### config.mk
export PLATFORM = sky130hd
export DESIGN_NAME = illiac_shift_net
export DESIGN_NICKNAME = d
export VERILOG_FILES = /design/src/rtl/illiac_shift_net.sv
export SDC_FILE = /design/constraint.sdc
export NUM_CORES = 1
export LEC_CHECK = 0
export BUFFER_PORTS_ARGS = -buffer_cell sky130_fd_sc_hd__buf_2
export CAP_MARGIN = 20
export CORE_AREA = 5 5 201 203
export DETAILED_ROUTE_END_ITERATION = 12
export DIE_AREA = 0 0 206 208
export MAX_ROUTING_LAYER = met4
export PLACE_DENSITY_LB_ADDON = 0.3
export SYNTH_ARGS = -nofsm -noshare
export SYNTH_HDL_FRONTEND = slang
export SYNTH_SLANG_ARGS = --single-unit
### constraint.sdc
create_clock -name clk -period 1.39 [get_ports clk]
set_clock_uncertainty 0.05 [all_clocks]
set_input_delay 0.139 -clock clk [delete_from_list [all_inputs] [get_ports clk]]
set_output_delay 0.139 -clock clk [all_outputs]
set_load 0.05 [all_outputs]
### src/rtl/illiac_shift_net.sv
module illiac_shift_net #(
  parameter int SIDE = 4,
  parameter int W    = 16
) (
  input  logic                   clk,
  input  logic                   rst_n,
  input  logic                   in_valid,
  input  logic [1:0]             func_sel,
  input  logic [SIDE*SIDE*W-1:0] data_in,
  output logic                   out_valid,
  output logic [SIDE*SIDE*W-1:0] data_out
);
  localparam int N = SIDE * SIDE;

  logic [N*W-1:0] routed;

  genvar d;
  generate
    for (d = 0; d < N; d++) begin : g_dst
      localparam int SRC_FWD  = (d + N - 1) % N;
      localparam int SRC_BACK = (d + 1) % N;
      localparam int SRC_DOWN = (d + N - SIDE) % N;
      localparam int SRC_UP   = (d + SIDE) % N;
      always_comb begin
        case (func_sel)
          2'b00:   routed[d*W +: W] = data_in[SRC_FWD*W  +: W];
          2'b01:   routed[d*W +: W] = data_in[SRC_BACK*W +: W];
          2'b10:   routed[d*W +: W] = data_in[SRC_DOWN*W +: W];
          default: routed[d*W +: W] = data_in[SRC_UP*W   +: W];
        endcase
      end
    end
  endgenerate

  always_ff @(posedge clk) begin
    if (!rst_n) begin
      out_valid <= 1'b0;
      data_out  <= '0;
    end else begin
      out_valid <= in_valid;
      if (in_valid) data_out <= routed;
    end
  end


  vld_follow_chk: assert property (@(posedge clk) disable iff (!rst_n)
    in_valid |=> out_valid);

  vld_drop_chk: assert property (@(posedge clk) disable iff (!rst_n)
    !in_valid |=> !out_valid);

  hold_chk: assert property (@(posedge clk) disable iff (!rst_n)
    !in_valid |=> $stable(data_out));

  fwd_seam_chk: assert property (@(posedge clk) disable iff (!rst_n)
    (in_valid && func_sel == 2'b00) |=> data_out[0 +: W] == $past(data_in[(N-1)*W +: W]));

  back_seam_chk: assert property (@(posedge clk) disable iff (!rst_n)
    (in_valid && func_sel == 2'b01) |=> data_out[(SIDE-1)*W +: W] == $past(data_in[SIDE*W +: W]));

  down_chk: assert property (@(posedge clk) disable iff (!rst_n)
    (in_valid && func_sel == 2'b10) |=> data_out[SIDE*W +: W] == $past(data_in[0 +: W]));

  up_chk: assert property (@(posedge clk) disable iff (!rst_n)
    (in_valid && func_sel == 2'b11) |=> data_out[0 +: W] == $past(data_in[SIDE*W +: W]));
endmodule

Yosys cells after proc, flatten, opt, wreduce, memory -nomap -nowiden
Index checks and enable logic that the tools add are counted.

operators by class
  equal/unequal tests = 2
  reduce and logical (&&, ||, !) cells = 1
  muxes and demuxes = 16

operators with widths
  cell                count
  $pmux 16 s3         16
  $eq 2x1->1 const B  1
  $eq 2x2->1 const B  1
  $logic_not 2->1     1

word-level totals
  register bits after elaboration = 257
  word-level logic and storage cells = 21

Logic depth before layout (Yosys ltp)
  depth in word-level cells = 2
  mapped depth = 5
  depth with buffers taken out = 2

Worst setup path after synthesis
No wires, ideal clock.

  path type = input port to flip-flop
  start point = input port func_sel[1]
  end point = register data_out[205]
  path slack = 276 ps
  cell stages on the path = 5
  setup time = 129 ps
  arrival = 936 ps
  buffers on the path = 3
  cells stage by stage = buf_4 -> buf_6 -> buf_4 -> mux2i_1 -> o221ai_2

on the way
  word-level cells in the longest chain between the ends = 2

ends and longest elaborated chain
  item                                      RTL line  RTL
  from (decl)                               8         input logic [1:0] func_sel,
  $eq 2x2->1, or another cell as far along  25        case (func_sel)
  $pmux 16 s3 *                             25
  to (signal assigned)                      41        if (in_valid) data_out <= routed;
  to (decl)                                 11        output logic [SIDE*SIDE*W-1:0] data_out

Every way passes the cells marked *; elsewhere a longest branch is shown, timed or not.
A chain may end at the register's enable or synchronous reset.

Final worst setup path
  start point = input port data_in[115]
  end point = register data_out[51]

on the way
  word-level cells in the longest chain between the ends = 1

ends and longest elaborated chain
  item         RTL line  RTL
  from (decl)  9         input logic [SIDE*SIDE*W-1:0] data_in,
  $pmux 16 s3  25

No other way between the ends.

==> qor.txt <==
Clk slew on worst S/H paths: 60 ps
Crit path max-delay family: buffers and inverters
Pre-CTS setup slack: -17.81 ps
Syn Area/Cell: 10.64 um^2
Ys async rst share: 0
# H-tree levels: 1
Most common cell in the netlist: mux2i_1
DIE AREA: 42850 um^2
Fillcell total: 3096
Nets@finish: 2612
CP endpoint kind: register
Crit-path slowest cell: dlygate4sd3_1
Register area share after synthesis: 0.3326
Cells after DPL: 2436
Final Hold Viols: 0
Total gr overflow: 0
Hold Path Origin: data_in[56]
Post-synthesis mux area share: 0.3313
Setup ws final: -22.52 ps
Cell area after synthesis: 15470 um^2
Xor/xnor share of the synthesized area: 0
Top-level port count: 518
DIE HEIGHT: 208 um
Non-Filler Instances: 2893
Initial antenna violation count: 5
Worst r2r src: data_out[73]
First DRT Iteration DRCs: 2247
Area growth, synth to finish: 61.86%
CTS tree: built
Vias in the first global route: 17860
Mapped Cells: 1454
Fin. max-slew vios: 0
Critical Path, Cell by Cell: dlygate4sd3_1, mux2i_1, o221ai_1, dlygate4sd3_1
Post-DP HPWL: 62860 um
Final min period: 1413 ps
FMAX: 708.0 MHz
Core Footprint: 38290 um^2
WS Path Type: in -> reg
Cell Rows: 72
Worst slew pin tran: 587.4 ps
Clock latency on the worst-skew pair: 600 ps
Peak supply drop: 903.5 uV
Number of vias per cell: 6.164
Via Count: 17830
Total track usage: 0.3889
Largest stage delay, worst path: 810 ps
Max-Cap Viols: 0
Hold Crit Class: in -> reg
Pin count of the biggest net entering global routing: 147
Finish-stage setup viols: 2
Post-synth EDFFs: 0
Starting Density: 0.4040
Adder-cell area share of the yosys netlist: 0
Gp weighted congestion: 1.004
Worst endpoint required time: 1880 ps
Largest family of logic cells by synthesized area: multiplexers
Area leader, netlist: dfxtp_1
#FFs+latches synth: 257
Final period utilization: 1.016
Final wirelength: 86250 um
Die Wd: 206 um
Total power: 25250 uW
Pwr/cell area: 1009 nW/um^2
Antenna viol nets, final: 0
Critical Path Start: data_in[115]
Post-CTS setup buffer count: 0
Root Buffer: clkbuf_16
CP Launch Type: primary input
Buf/Inv on CP: 2
Post-synth top flop: dfxtp_1
Worst slew margin: 0.6084
Violated checks: setup timing
Yosys cell types: 12
CTS Sinks: 257
Final hold slack: 24.09 ps
RSZ-0062 raised after global routing: yes
DR WL/cell: 29.81 um
Most frequent CP cell: dlygate4sd3_1
Total CTS buffers: 31
Critical Path AT: 1900 ps
Final Core Density: 0.6539
Share of cells above drive strength 1: 0.3004
Yosys Warn Count: 0
IO Port Bufs: 517
Share of the synthesized area in the top cell type: 0.3326
Synth Area in Simple Gates: 0.1258
Global-route wire length before repair: 122300 um
Leak Pwr: 0.01155 uW
Maximum clock path buffer count: 3
Synth top cells by count: 512 x mux2i_1, 257 x dfxtp_1, 257 x nand3b_1
Post-synthesis compound-gate area fraction: 0.1490
Status: complete, but fails checks
Top post-synthesis cells by area: dfxtp_1 33%, mux2i_1 33%, o221ai_1 14%
DR DRC count: 0
Post-synth net total: 1715
Crit-path max FO: 4
DR pass1 iterations: 9
[cell usage in the layout (no fill, tap or decap), types with 2 or more instances in the layout]
master,n
buf_12,36
buf_2,257
buf_4,280
buf_6,40
clkbuf_1,6
clkbuf_16,31
clkbuf_4,15
clkbuf_8,12
clkinv_2,2
dfxtp_1,244
dfxtp_2,13
diode_2,5
dlygate4sd3_1,401
dlymetal6s4s_1,3
mux2i_1,500
mux2i_2,8
mux2i_4,4
nand3b_1,257
o221ai_1,246
o221ai_2,10
[stage by stage]
stage | setup TNS, ps | area (um^2)
floorplan | 0 | 15470
global route | -37.21 | 25040
finish | -42.75 | 25040
detailed placement | -17.81 | 19120
global placement | -2.321 | 19120
CTS | 0 | 24870
[cells by family (layout without fill, tap and decap cells)]
logic type / after synthesis / in the layout
compound gates: 256 / 256
buf+inv: 170 / 1086
flops: 257 / 257
mux: 512 / 512
other cells: 0 / 5
simple gates: 259 / 259
[per-layer routing]
metal  vias up  track usage  part of all wire
li1       7616            -                 -
met1      8756       0.4967              0.39
met2      1226       0.6027              0.45
met3       235      0.08113              0.10
met4         0       0.1542             0.052
met5         -            -                 0
[sequential cells by signal (all words and copies together), names as in the netlist]
signal and flops:
data_out 256, out_valid 1
[worst reg2reg max path, cell delays in order, from the launching register on]
cell,delay [ps]
dfxtp_1,350
nand3b_1,90
o221ai_1,110
dlygate4sd3_1,600
[repair_timing]
action	4_1_cts	5_1_grt
cloned	0	0
setup endpoints to repair	236	53
gates resized for setup	266	60
hold buffers	405	1
hold endpoints to repair	256	1
[where the power goes]
part	total [uW]	internal, uW	switching, uW
Clock	8320	4810	3510
Combinational	8550	3400	5140
Sequential	8390	7970	417
[worst paths after layout]
| path | endpoint | slack (ps) | depth (start not counted) |
|---|---|---|---|
| setup / recovery | data_out[51] | -20 | 4 |
| hold / removal | data_out[120] | 20 | 3 |
| setup reg to reg | data_out[73] | 80 | 3 |
| hold reg to reg | data_out[125] | 450 | 2 |
[layout make-up]
cell class / instances / area [um^2] / area share
Clock inverter: 4 / 48.80 / 0.001949
Multi-Input combinational cell: 1027 / 9463 / 0.3780
Clock buffer: 48 / 949.7 / 0.03793
Tap cell: 518 / 648.1 / 0.02589
Sequential cell: 257 / 5161 / 0.2062
Timing Repair Buffer: 1034 / 8752 / 0.3496
Antenna cell: 5 / 12.51 / 0.0004998
(Power assumes the default switching activity.)
